===== config.mk =====
export PLATFORM = sky130hd
export DESIGN_NAME = bus_master_if
export DESIGN_NICKNAME = d
export VERILOG_FILES = /design/src/rtl/bus_master_if.sv
export SDC_FILE = /design/constraint.sdc
export NUM_CORES = 1
export LEC_CHECK = 0
export ABC_CLOCK_PERIOD_IN_PS = 4000
export CORE_UTILIZATION = 30
export CTS_CLUSTER_DIAMETER = 200
export DETAILED_ROUTE_END_ITERATION = 12
export GPL_TIMING_DRIVEN = 0
export PLACE_DENSITY = 0.67
export SLEW_MARGIN = 30
export SYNTH_ARGS = -nofsm -noshare
export SYNTH_HDL_FRONTEND = slang
export SYNTH_SLANG_ARGS = --single-unit

===== constraint.sdc =====
create_clock -name clk -period 4 [get_ports clk]
set_clock_uncertainty 0.1 [all_clocks]
set_input_delay 0.8 -clock clk [delete_from_list [all_inputs] [get_ports clk]]
set_output_delay 0.8 -clock clk [all_outputs]
set_load 0.1 [all_outputs]

===== src/rtl/bus_master_if.sv =====
`timescale 1ns/1ps
module bus_master_if #(
  parameter int MAX_BEATS = 4,
  localparam int BW = $clog2(MAX_BEATS + 1),
  localparam int IW = BW + 1
) (
  input  logic          clk,
  input  logic          rst_n,
  input  logic          req_valid,
  output logic          req_ready,
  input  logic [29:0]   req_addr,
  input  logic [3:0]    req_be,
  input  logic          req_write,
  input  logic [BW-1:0] req_beats,
  input  logic          half_mode,
  input  logic          big_endian,
  input  logic [31:0]   wr_data,
  output logic          wr_next,
  output logic [31:0]   rd_data,
  output logic          rd_valid,
  output logic          done,
  input  logic          grant,
  input  logic          addr_hold,
  input  logic          backoff,
  input  logic          rdy,
  input  logic          brdy,
  input  logic [31:0]   bus_din,
  output logic          bus_ads,
  output logic [29:0]   bus_addr,
  output logic [3:0]    bus_be,
  output logic          bus_write,
  output logic          bus_last,
  output logic [31:0]   bus_dout,
  output logic          ctl_oe,
  output logic          addr_oe,
  output logic          data_oe
);

  typedef enum logic [1:0] {S_IDLE, S_WAIT, S_T1, S_T2} st_t;

  st_t           st;
  logic [29:0]   base;
  logic [3:0]    be_r;
  logic          wr_r, half_r, big_r;
  logic [IW-1:0] nitems, item;
  logic [15:0]   lo_r;
  logic          own_q, ahold_q;

  wire in_cyc     = (st == S_T1) || (st == S_T2);
  wire can_issue  = grant && !addr_hold && !backoff;
  wire abort      = in_cyc && (backoff || !grant);
  wire last_item  = item == nitems - IW'(1);
  wire hi_sel     = half_r && item[0];
  wire word_end   = !half_r || item[0];
  wire acc_done   = (st == S_T2) && !abort && (rdy || brdy);
  wire keep_burst = brdy && !rdy && !last_item;

  wire [BW-1:0] nb       = (req_beats == '0) ? BW'(1) : req_beats;
  wire [IW-1:0] word_off = half_r ? {1'b0, item[IW-1:1]} : item;
  wire [15:0]   half_w   = hi_sel ? wr_data[31:16] : wr_data[15:0];
  wire [15:0]   lane     = big_r ? bus_din[31:16] : bus_din[15:0];

  assign req_ready = st == S_IDLE;
  assign bus_ads   = st == S_T1;
  assign bus_addr  = base + 30'(word_off);
  assign bus_be    = !half_r ? be_r : (hi_sel ? {be_r[3:2], 2'b00} : {2'b00, be_r[1:0]});
  assign bus_write = wr_r;
  assign bus_last  = in_cyc && last_item;
  assign bus_dout  = half_r ? {half_w, half_w} : wr_data;
  assign ctl_oe    = own_q;
  assign addr_oe   = own_q && !ahold_q;
  assign data_oe   = own_q && wr_r && in_cyc;

  always_ff @(posedge clk or negedge rst_n) begin
    if (!rst_n) begin
      st      <= S_IDLE;
      base    <= '0;
      be_r    <= '0;
      wr_r    <= 1'b0;
      half_r  <= 1'b0;
      big_r   <= 1'b0;
      nitems  <= IW'(1);
      item    <= '0;
      own_q   <= 1'b0;
      ahold_q <= 1'b0;
    end else begin
      own_q   <= grant && !backoff;
      ahold_q <= addr_hold;
      case (st)
        S_IDLE: if (req_valid) begin
          base   <= req_addr;
          be_r   <= req_be;
          wr_r   <= req_write;
          half_r <= half_mode;
          big_r  <= big_endian;
          nitems <= half_mode ? {nb, 1'b0} : {1'b0, nb};
          item   <= '0;
          st     <= S_WAIT;
        end
        S_WAIT: if (can_issue) st <= S_T1;
        S_T1:   st <= abort ? S_WAIT : S_T2;
        S_T2: begin
          if (abort) st <= S_WAIT;
          else if (acc_done) begin
            if (last_item) st <= S_IDLE;
            else begin
              item <= item + IW'(1);
              if (keep_burst)     st <= S_T2;
              else if (can_issue) st <= S_T1;
              else                st <= S_WAIT;
            end
          end
        end
        default: st <= S_IDLE;
      endcase
    end
  end

  always_ff @(posedge clk or negedge rst_n) begin
    if (!rst_n) begin
      rd_data  <= '0;
      lo_r     <= '0;
      rd_valid <= 1'b0;
      wr_next  <= 1'b0;
      done     <= 1'b0;
    end else begin
      rd_valid <= acc_done && !wr_r && word_end;
      wr_next  <= acc_done && wr_r && word_end;
      done     <= acc_done && last_item;
      if (acc_done && !wr_r) begin
        if (!half_r)       rd_data <= bus_din;
        else if (!item[0]) lo_r    <= lane;
        else               rd_data <= {lane, lo_r};
      end
    end
  end


  grant_float_chk: assert property (@(posedge clk) disable iff (!rst_n)
    !grant |=> !ctl_oe && !addr_oe && !data_oe);


  ads_owned_chk: assert property (@(posedge clk) disable iff (!rst_n)
    bus_ads |-> ctl_oe && addr_oe);


  ads_single_chk: assert property (@(posedge clk) disable iff (!rst_n)
    bus_ads |=> !bus_ads);


  t1_ignore_chk: assert property (@(posedge clk) disable iff (!rst_n)
    bus_ads |=> !rd_valid && !wr_next && !done);


  boff_float_chk: assert property (@(posedge clk) disable iff (!rst_n)
    backoff |=> !ctl_oe && !data_oe && !bus_ads);


  ahold_chk: assert property (@(posedge clk) disable iff (!rst_n)
    addr_hold |=> !addr_oe && !bus_ads);


  done_idle_chk: assert property (@(posedge clk) disable iff (!rst_n)
    done |-> req_ready && !bus_ads);


  strobe_excl_chk: assert property (@(posedge clk) disable iff (!rst_n)
    rd_valid |-> !wr_next);

endmodule


======== After elaboration in Yosys (flattened, before gate mapping) ========
Cells that the tools add are included.
storage, ports and cells
  register bits ........................... 100
  output and inout port bits .............. 108
  logic and storage cells ................. 93
operators by class
  $add $sub $neg .......................... 3
  eq/ne operators ......................... 11
  muxes and demuxes ....................... 24
  bitwise logic cells ..................... 1
  reduce and logical (&&, ||, !) cells .... 39
operators by type and width
  operator                                                                  count
  32-bit two-way mux                                                        3
  16-bit two-way mux                                                        2
  4-bit two-way mux                                                         8
  30-bit by 4-bit adder with 30-bit output                                  1
  1-bit logical AND                                                         18
  2-bit two-way mux                                                         8
  2-bit inequality test (second input constant)                             5
  1-bit logical NOT                                                         9
  2-bit case mux with 4 select lines                                        1
  4-bit case mux with 2 select lines                                        1
  3-bit AND reduction                                                       2
  5-bit AND reduction                                                       1
  4-bit by 1-bit adder with 4-bit output (second input constant)            1
  2-bit equality test (second input constant)                               2
  4-bit equality test                                                       1
  1-bit logical OR                                                          4
  2-bit AND reduction                                                       2
  4-bit by 1-bit subtractor with 4-bit output (second input constant)       1
  3-bit logical NOT                                                         1
  3-bit two-way mux                                                         1
  3-bit inequality test (second input constant)                             1
  2-bit by 1-bit equality test with 1-bit output (second input constant)    1
  2-bit logical NOT                                                         1
  2-bit by 1-bit inequality test with 1-bit output (second input constant)  1
  2 further kinds                                                           2

======== Longest topological paths before layout ========
Gate-level depths: netlist (run 1).
  depth after elaboration ................. 9
  mapped depth ............................ 10
  mapped depth without buffers ............ 8

======== Least setup slack after synthesis (run 1) ========
No wires, ideal clock.
  path type ............................... reg2out
  from .................................... reg half_r
  to ...................................... out bus_addr[27]
  arrival time ............................ 3727 ps
  required time ........................... 3100 ps
  path slack .............................. -627 ps
  cell stages (with the launch flop) ...... 10
  path through ............................ dfrtp_1 -> clkbuf_1 -> buf_2 -> mux2_2 -> ha_1 -> nand2_1 -> o21ai_0 -> clkbuf_1 -> nand4_1 -> xnor2_1
between the ends
  word-level cells in the longest chain between the ends .. 2
ends and longest elaborated chain
  what                                      line  source
  start, declared                           44    logic wr_r, half_r, big_r;
  start signal, assigned                    94    half_r <= half_mode;
  4-bit two-way mux                         59    wire [IW-1:0] word_off = half_r ? {1'b0, item[IW-1:1]} : item;
  30-bit by 4-bit adder with 30-bit output  65    assign bus_addr = base + 30'(word_off);
  end, declared                             29    output logic [29:0] bus_addr,
Every way passes these cells.

======== Final worst setup path (run 1) ========
  from .................................... reg half_r
  to ...................................... out bus_addr[5]
The elaborated chain is that of the path after synthesis.

==> qor.txt, run 1 <==
Die Y -> 140 µm
Overall Global Routing Usage -> 0.182
Lkg Pwr -> 4.00 nW
Status -> finished clean
Max Freq -> 256 MHz
Maximum vdd ir drop -> 0.584 mV
Final worst hold slack -> 238 ps
Critical path origin -> half_r
Row Count -> 50
Comb pwr share -> 0.654
Reg2Reg Setup Slack -> 1940 ps
Final nets -> 945
Initial antenna violation count -> 0
Post-Syn Instances -> 596
Core footprint -> 18,800 µm²
Final worst-path cycle share -> 0.976
First-pass GRT wire length -> 27,800 µm
Design internal power -> 3.26 mW
Slew @ Worst Pin -> 1020 ps
Port bufs -> 219
Filler Cell Count -> 1,796
Post-synthesis sequential area ratio -> 0.436
Initial core utilization -> 0.306
Syn Std Cell Area -> 5750 µm²
Overall power -> 7.79 mW
Via count -> 5,056
CTS tree -> yes
CTS sink count -> 100
Total CTS buffers -> 9
CTS max path bufs -> 2
Antenna cells -> 0
Post-layout minimum cycle time -> 3900 ps
Worst R2R Start -> nitems[0]
Hold Buf Count CTS -> 0
Register Area -> 2510 µm²
Count of cell types in the netlist -> 52
Fraction of layout cells with a size suffix above 1 -> 0.213
Most area-hungry cell type in the Yosys netlist -> dfrtp_1
Top_reg_cell synth -> dfrtp_1
Drt drc -> 0
Highest-count cells in the layout ignoring fill and taps -> clkdlybuf4s50_1, nand2_1, dfrtp_1
Count of final hold-check violations -> 0
Synth warn -> 0
Syn nets -> 715
Net Sw Power -> 4.53 mW
Largest net degree at the start of global routing -> 65
Clock latency on the worst-skew pair -> 360 ps
Final Setup Violations -> 0
Routed vias/inst -> 4.75
GPL Wtd Cong -> 0.878
Top cells by area, synth -> dfrtp_1, mux2i_1, nand2_1
Top-area cell type share of the netlist area -> 0.431
Routed Antenna Nets -> 0
Seq pwr share -> 0.233
EDFF count, synth -> 0
Grt ovf -> 0
DRT iter0 DRCs -> 190
Vias in the first global route -> 5,145
Worst slew margin -> 0.318
Ports -> 220
Root Driver -> clkbuf_16
Total Routed Length -> 17,700 µm
Max Slew Vio Count -> 0
Clock-pin slew on the worst setup and hold paths -> 70 ps
PwrDens -> 873 nW/µm²
Startpoint types -> flip-flop
Crit. End Element -> output pin
Width of the die -> 140 µm
Syn Area/Cell -> 9.64 µm²
Die area -> 19,700 µm²
Layout area overhead -> 55.5%
Arrival time worst endpoint -> 3000 ps
CP Data Required Time -> 3100 ps
Async SR Flop Fraction -> 1.00
Drt first pass iters -> 5
Sw Ratio -> 0.582
Most frequent standard cell in the layout excluding fill and tap cells -> clkdlybuf4s50_1
CP Max Fanout -> 10
Clock power frac -> 0.113
#FFs+latches synth -> 100
HPWL after DPL -> 13,300 µm
CTS H-tree lvls -> 3
Hold WC Path Type -> primary input to asynchronous set/reset pin
Worst Setup Path Type -> flip-flop to output pin
Multi-input gate area -> 3380 µm²
Routed wire length per instance -> 16.6 µm
Max-Cap Viols -> 0
synthesized netlist by cell type (all sizes together) (6+ instances only):
master	number
a21oi	54
ha	6
mux2i	53
nand3	12
nor2b	7
nand2	122
inv	12
clkbuf	9
o21ai	10
mux2	34
xnor2	16
nor2	59
dfrtp	99
xor2	16
nand4	7
buf	26
worst max-delay path, stage by stage (launching register included):
cell and delay [ps]:
dfrtp_2 430, buf_6 200, mux2_2 360, ha_1 340, nand2_1 80, o21ai_2 280, buf_4 240, nand2_1 110
xnor2_2 160, buf_2 450
power by group through the flow:
| stage | Clock, mW | Sequential [mW] | Combinational, mW |
|---|---|---|---|
| 2_1_floorplan | 0 | 2.96 | 2.78 |
| 3_3_place_gp | 0 | 1.81 | 5.10 |
| 3_5_place_dp | 0 | 1.81 | 5.13 |
| 4_1_cts | 0.908 | 1.82 | 5.12 |
| 5_1_grt | 0.947 | 1.87 | 5.30 |
| 6_report | 0.880 | 1.81 | 5.10 |
layer usage:
metal / part of all wire / wire (µm) / global-route usage
met5: 0 / 0 / 0
met2: 0.47 / 8390 / 0.307
met3: 0.073 / 1290 / 0.0564
met1: 0.44 / 7870 / 0.229
met4: 0.0091 / 161 / 0.0370
flip-flops by register name (all words and copies together), names as in the netlist:
| signal | count |
|---|---|
| item | 4 |
| big_r | 1 |
| wr_next | 1 |
| be_r | 4 |
| rd_data | 32 |
| rd_valid | 1 |
| done | 1 |
| ahold_q | 1 |
| base | 30 |
| half_r | 1 |
| ctl_oe | 1 |
| lo_r | 16 |
| bus_write | 1 |
| nitems | 4 |
| st | 2 |
timing repair:
| item | 4_1_cts | 5_1_grt |
|---|---|---|
| endpoints found under the hold margin | 0 | 0 |
| cloned | 0 | 1 |
| endpoints found under the setup margin | 31 | 21 |
| pin swaps | 0 | 3 |
| buffers inserted | 0 | 0 |
| gates resized for setup | 166 | 23 |
worst paths after layout:
kind / end / cells after the start
hold reg to reg: be_r[3] / 2
setup / recovery: bus_addr[5] / 9
max in group asynchronous: half_r / 2
setup reg to reg: item[1] / 6
hold / removal: lo_r[9] / 1
min in group clk: be_r[3] / 2
per-stage QoR:
step	instances	setup slack [ps]	TNS (ps)	area [µm²]	util
floorplan	596	-23.6	-23.6	6050	-
finish	1065	96.9	0	8930	0.476
global placement	1049	-2020	-223970	8540	0.455
CTS	1064	-1.89	-1.89	8900	0.474
detailed placement	1050	-1270	-23730	8560	0.456
global route	1065	-8.99	-17.0	8930	0.476
logic make-up after synthesis:
kind of cell	after synthesis	share of synthesized area
buf+inv	47	0.0436
xor+xnor	33	0.0527
compound gates	81	0.0958
simple gates	241	0.197
fa+ha+maj	7	0.0166
flops	100	0.436
mux	87	0.159
final cells by class:
| class | instances | area share |
|---|---|---|
| Buffer | 33 | 0.0242 |
| Timing Repair Buffer | 221 | 0.246 |
| Clock buffer | 14 | 0.0318 |
| Sequential cell | 100 | 0.281 |
| Multi-Input combinational cell | 449 | 0.378 |
| Tap cell | 234 | 0.0328 |
| Inverter | 12 | 0.00504 |
| Clock inverter | 2 | 0.00182 |
Note: power is estimated with default switching activity, not from simulation.
==> run 2: changes to the inputs <==
--- a/config.mk
+++ b/config.mk
@@ -6,11 +6,11 @@
 export NUM_CORES = 1
 export LEC_CHECK = 0
 export ABC_CLOCK_PERIOD_IN_PS = 4000
-export CORE_UTILIZATION = 30
+export CORE_UTILIZATION = 45
 export CTS_CLUSTER_DIAMETER = 200
 export DETAILED_ROUTE_END_ITERATION = 12
 export GPL_TIMING_DRIVEN = 0
-export PLACE_DENSITY = 0.67
+export PLACE_DENSITY = 0.91
 export SLEW_MARGIN = 30
 export SYNTH_ARGS = -nofsm -noshare
 export SYNTH_HDL_FRONTEND = slang
==> qor.txt, run 2 (same netlist as run 1, synthesis figures left out) <==
Count of final hold-check violations -> 0
Grt ovf -> 0
HPWL after DPL -> 13,200 µm
CTS tree -> yes
Status -> finished clean
Register Area -> 2510 µm²
Die area -> 13,200 µm²
Lkg Pwr -> 4.03 nW
Worst R2R Start -> nitems[0]
Comb pwr share -> 0.648
Overall Global Routing Usage -> 0.270
Final worst-path cycle share -> 0.976
Largest regs -> rd_data: 32 flops, base: 30 flops, lo_r: 16 flops
Startpoint types -> flip-flop
PwrDens -> 887 nW/µm²
Post-Layout Cell Count -> 1,000
Maximum vdd ir drop -> 0.703 mV
Filler Cell Count -> 869
Hold Buf Count CTS -> 0
Drt first pass iters -> 5
Largest reg by FF count -> rd_data
Total CTS buffers -> 9
Max FFs per register -> 32
Clock-pin slew on the worst setup and hold paths -> 70 ps
DRT iter0 DRCs -> 309
Antenna cells -> 0
Seq pwr share -> 0.231
Die Y -> 115 µm
Highest-count cells in the layout ignoring fill and taps -> clkdlybuf4s50_1, nand2_1, dfrtp_1
Largest net degree at the start of global routing -> 70
Worst slew margin -> 0.304
Post-layout minimum cycle time -> 3910 ps
Fraction of layout cells with a size suffix above 1 -> 0.216
CP Data Required Time -> 3100 ps
Total Routed Length -> 17,800 µm
Via count -> 5,266
Crit-path leading delay family -> buffers and inverters
Final nets -> 946
Worst Setup Path Type -> flip-flop to output pin
Max-Cap Viols -> 0
Vias in the first global route -> 5,244
First-pass GRT wire length -> 26,800 µm
Overall power -> 7.90 mW
Slew @ Worst Pin -> 1040 ps
Routed vias/inst -> 5.27
Design internal power -> 3.34 mW
Most frequent standard cell in the layout excluding fill and tap cells -> clkdlybuf4s50_1
Cells after DPL -> 984
Routed Antenna Nets -> 0
Final Setup Violations -> 0
Layout area overhead -> 55.0%
Crit. End Element -> output pin
GPL Wtd Cong -> 0.869
CTS max path bufs -> 2
Multi-input gate area -> 3390 µm²
Max Freq -> 256 MHz
Initial core utilization -> 0.470
Core footprint -> 12,200 µm²
Max Slew Vio Count -> 0
Width of the die -> 115 µm
Sw Ratio -> 0.578
Initial antenna violation count -> 0
Row Count -> 40
Reg2Reg Setup Slack -> 1980 ps
FF-to-FF End -> item[1]
CP max stage delay -> 560 ps
Critical path cell sequence -> buf_6 > mux2_2 > ha_1 > nor2b_2 > o21a_1 > o211a_1 > xor2_2 > clkdlybuf4s18_2
CTS H-tree lvls -> 3
Hold WC Path Type -> primary input to asynchronous set/reset pin
Ports -> 220
Arrival time worst endpoint -> 3010 ps
Port bufs -> 219
Slowest stage cell, crit path -> clkdlybuf4s18_2
CTS sink count -> 100
Root Driver -> clkbuf_16
Routed wire length per instance -> 17.8 µm
Clock latency on the worst-skew pair -> 350 ps
Critical path buffer and inverter count -> 2
Reg2reg path depth -> 6
Clock power frac -> 0.121
CP Max Fanout -> 10
Net Sw Power -> 4.56 mW
Drt drc -> 0
-- run 2: cell count changes in the layout (fill, tap and decap cells not counted), sizes merged --
cell | previous run | this run
buf | 56 | 52
bufinv | 0 | 2
clkbuf | 20 | 22
clkdlybuf4s15 | 4 | 1
clkdlybuf4s18 | 0 | 2
clkinv | 1 | 4
clkinvlp | 1 | 0
-- run 2: how the worst max path moves through the flow --
stage / from / end / slack, ps / cells after the start
after floorplan: half_r / bus_addr[27] / -20 / 9
after global placement: rst_n / base[29] / -1770 / 1
after detailed placement: half_r / bus_addr[29] / -1410 / 11
after global routing: half_r / bus_addr[13] / -20 / 10
after CTS: half_r / bus_addr[29] / -8 / 10
final: half_r / bus_addr[26] / 90 / 8
-- run 2: worst reg2reg max path: stages (launching register included) --
cell	delay, ps
dfstp_2	560
inv_1	60
ha_1	300
xor2_1	150
nand3_2	160
o21ai_0	360
mux2i_1	250
-- run 2: stage by stage --
| step | setup WS [ps] | area (µm²) | hold WS, ps | TNS (ps) | utilization |
|---|---|---|---|---|---|
| after floorplan | -23.6 | 6050 | 337 | -23.6 | - |
| after detailed placement | -1410 | 8480 | 362 | -25490 | 0.694 |
| after global routing | -22.2 | 8900 | 223 | -42.5 | 0.729 |
| final | 94.9 | 8900 | 222 | 0 | 0.729 |
| after global placement | -1770 | 8460 | 352 | -198070 | 0.693 |
| after CTS | -7.59 | 8840 | 218 | -7.59 | 0.724 |
-- run 2: area by class of cell --
cell class / count / share of cell area
Clock inverter: 6 / 0.00984
Multi-Input combinational cell: 449 / 0.381
Tap cell: 168 / 0.0236
Inverter: 12 / 0.00506
Buffer: 33 / 0.0244
Sequential cell: 100 / 0.281
Timing Repair Buffer: 222 / 0.248
Clock buffer: 10 / 0.0268
-- run 2: what timing repair did --
| item | CTS | global route |
|---|---|---|
| gates resized for setup | 175 | 27 |
| setup endpoints to repair | 30 | 26 |
| setup buffers | 0 | 1 |
| pin swaps | 0 | 4 |
| gates cloned | 1 | 0 |
-- run 2: layer usage --
metal / track usage / up-vias / wire length, µm
met3: 0.0738 / 27 / 1290
met5: 0 / - / 0
met1: 0.319 / 2543 / 7140
met2: 0.471 / 216 / 8990
li1: - / 2480 / -
met4: 0.0970 / 0 / 339
-- run 2: power groups by stage --
stage	Combinational, mW	Sequential [mW]	Clock [mW]
2_1_floorplan	2.78	2.96	0
3_3_place_gp	5.06	1.79	0
3_5_place_dp	5.11	1.81	0
4_1_cts	5.10	1.82	0.985
5_1_grt	5.30	1.87	1.02
6_report	5.12	1.82	0.959
==> run 3: changes to the inputs <==
--- a/config.mk
+++ b/config.mk
@@ -11,6 +11,8 @@
 export DETAILED_ROUTE_END_ITERATION = 12
 export GPL_TIMING_DRIVEN = 0
 export PLACE_DENSITY = 0.91
+export SETUP_SLACK_MARGIN = 0.3
+export SKIP_LAST_GASP = 1
 export SLEW_MARGIN = 30
 export SYNTH_ARGS = -nofsm -noshare
 export SYNTH_HDL_FRONTEND = slang
==> qor.txt, run 3 (same netlist as run 1, synthesis figures left out) <==
Lkg Pwr -> 4.27 nW
Max Freq -> 262 MHz
Max-Cap Viols -> 0
Die Y -> 115 µm
Via count -> 5,697
Initial core utilization -> 0.470
HPWL after DPL -> 14,200 µm
Most frequent standard cell in the layout excluding fill and tap cells -> clkdlybuf4s50_1
CTS H-tree lvls -> 3
Status -> finished clean
Ports -> 220
Drt first pass iters -> 5
Post-layout minimum cycle time -> 3810 ps
CTS max path bufs -> 2
CP Max Fanout -> 5
Drt drc -> 0
DRT iter0 DRCs -> 486
Worst slew margin -> 0.315
Layout area overhead -> 65.4%
Max FFs per register -> 32
First-pass GRT wire length -> 30,600 µm
Total Routed Length -> 21,500 µm
Largest regs -> rd_data: 32 flops, base: 30 flops, lo_r: 16 flops
Routed vias/inst -> 5.60
CP Data Required Time -> 3100 ps
Overall Global Routing Usage -> 0.308
Total CTS buffers -> 9
Final Setup Violations -> 0
Max Slew Vio Count -> 0
Count of final hold-check violations -> 0
Largest net degree at the start of global routing -> 59
Worst R2R Start -> st[1]
Final worst-path cycle share -> 0.953
Worst Setup Path Type -> flip-flop to output pin
Core footprint -> 12,200 µm²
Initial antenna violation count -> 0
CTS tree -> yes
Grt ovf -> 0
Overall power -> 8.30 mW
Antenna cells -> 0
Width of the die -> 115 µm
Startpoint types -> flip-flop
Clock latency on the worst-skew pair -> 360 ps
Largest reg by FF count -> rd_data
Vias in the first global route -> 5,921
Fraction of layout cells with a size suffix above 1 -> 0.239
Row Count -> 40
Crit. End Element -> output pin
Highest-count cells in the layout ignoring fill and taps -> clkdlybuf4s50_1, nand2_1, dfrtp_1
Routed Antenna Nets -> 0
Final core occ -> 0.778
Final nets -> 964
PwrDens -> 874 nW/µm²
Reg2reg path depth -> 6
Hold WC Path Type -> primary input to asynchronous set/reset pin
Slew @ Worst Pin -> 1020 ps
Port bufs -> 219
Root Driver -> clkbuf_16
RSZ-0062 raised after global routing -> yes
Filler Cell Count -> 765
Maximum vdd ir drop -> 0.889 mV
Final worst hold slack -> 259 ps
Routed wire length per instance -> 21.1 µm
Reg2Reg Setup Slack -> 1850 ps
CTS sink count -> 100
Clock-pin slew on the worst setup and hold paths -> 80 ps
FF-to-FF End -> base[21]
Arrival time worst endpoint -> 2910 ps
GPL Wtd Cong -> 0.930
Die area -> 13,200 µm²
[run 3: routing by layer]
| metal | global-route usage | wire (µm) |
|---|---|---|
| met1 | 0.328 | 7630 |
| met2 | 0.565 | 11400 |
| met3 | 0.0722 | 1470 |
| met4 | 0.164 | 944 |
| met5 | 0 | 0 |
[run 3: worst max-delay path, stage by stage (launching register included)]
cell and delay (ps):
dfrtp_1 390, buf_8 140, mux2_4 220, ha_4 130
inv_2 30, fa_2 370, nor2b_4 180, o21ai_4 90
buf_8 170, a2111oi_4 480, xnor2_4 170, buf_12 190
[run 3: area by class of cell]
class                   instances  area (µm²)  area share
clock buffers                  10         239      0.0252
clock inverters                 5        42.5     0.00448
plain buffers                  35         267      0.0281
flip-flops and latches        100        2500       0.264
multi-input cells             449        3640       0.384
inverters                      12        45.0     0.00474
repair buffers                238        2550       0.268
well taps                     168         210      0.0221
[run 3: through the flow]
stage	area (µm²)	cells	TNS (ps)	setup slack, ps
CTS	9250	1003	0	135
global placement	8690	983	-185700	-1660
floorplan	6280	596	0	71.4
detailed placement	8720	984	-23780	-1180
finish	9500	1017	0	187
global route	9500	1017	0	109
[run 3: worst max path at each step]
stage / start / to / slack, ps
6_report: half_r / bus_addr[24] / 190
3_5_place_dp: half_r / bus_addr[29] / -1180
5_1_grt: half_r / bus_addr[24] / 110
3_3_place_gp: rst_n / rd_data[16] / -1660
4_1_cts: half_r / bus_addr[24] / 130
2_1_floorplan: half_r / bus_addr[27] / 70
[run 3: where the power goes]
part | switching (mW) | leakage, nW | total [mW] | internal, mW
Combinational | 3.94 | 2.87 | 5.57 | 1.63
Sequential | 0.457 | 1.26 | 1.87 | 1.42
Clock | 0.410 | 0.136 | 0.854 | 0.444
[run 3: timing repair]
| action | 4_1_cts | 5_1_grt |
|---|---|---|
| endpoints found under the setup margin | 50 | 29 |
| resized for setup | 266 | 31 |
| hold buffers | 0 | 0 |
| buffers inserted | 3 | 13 |
| cloned | 1 | 1 |
| pin swaps | 10 | 11 |
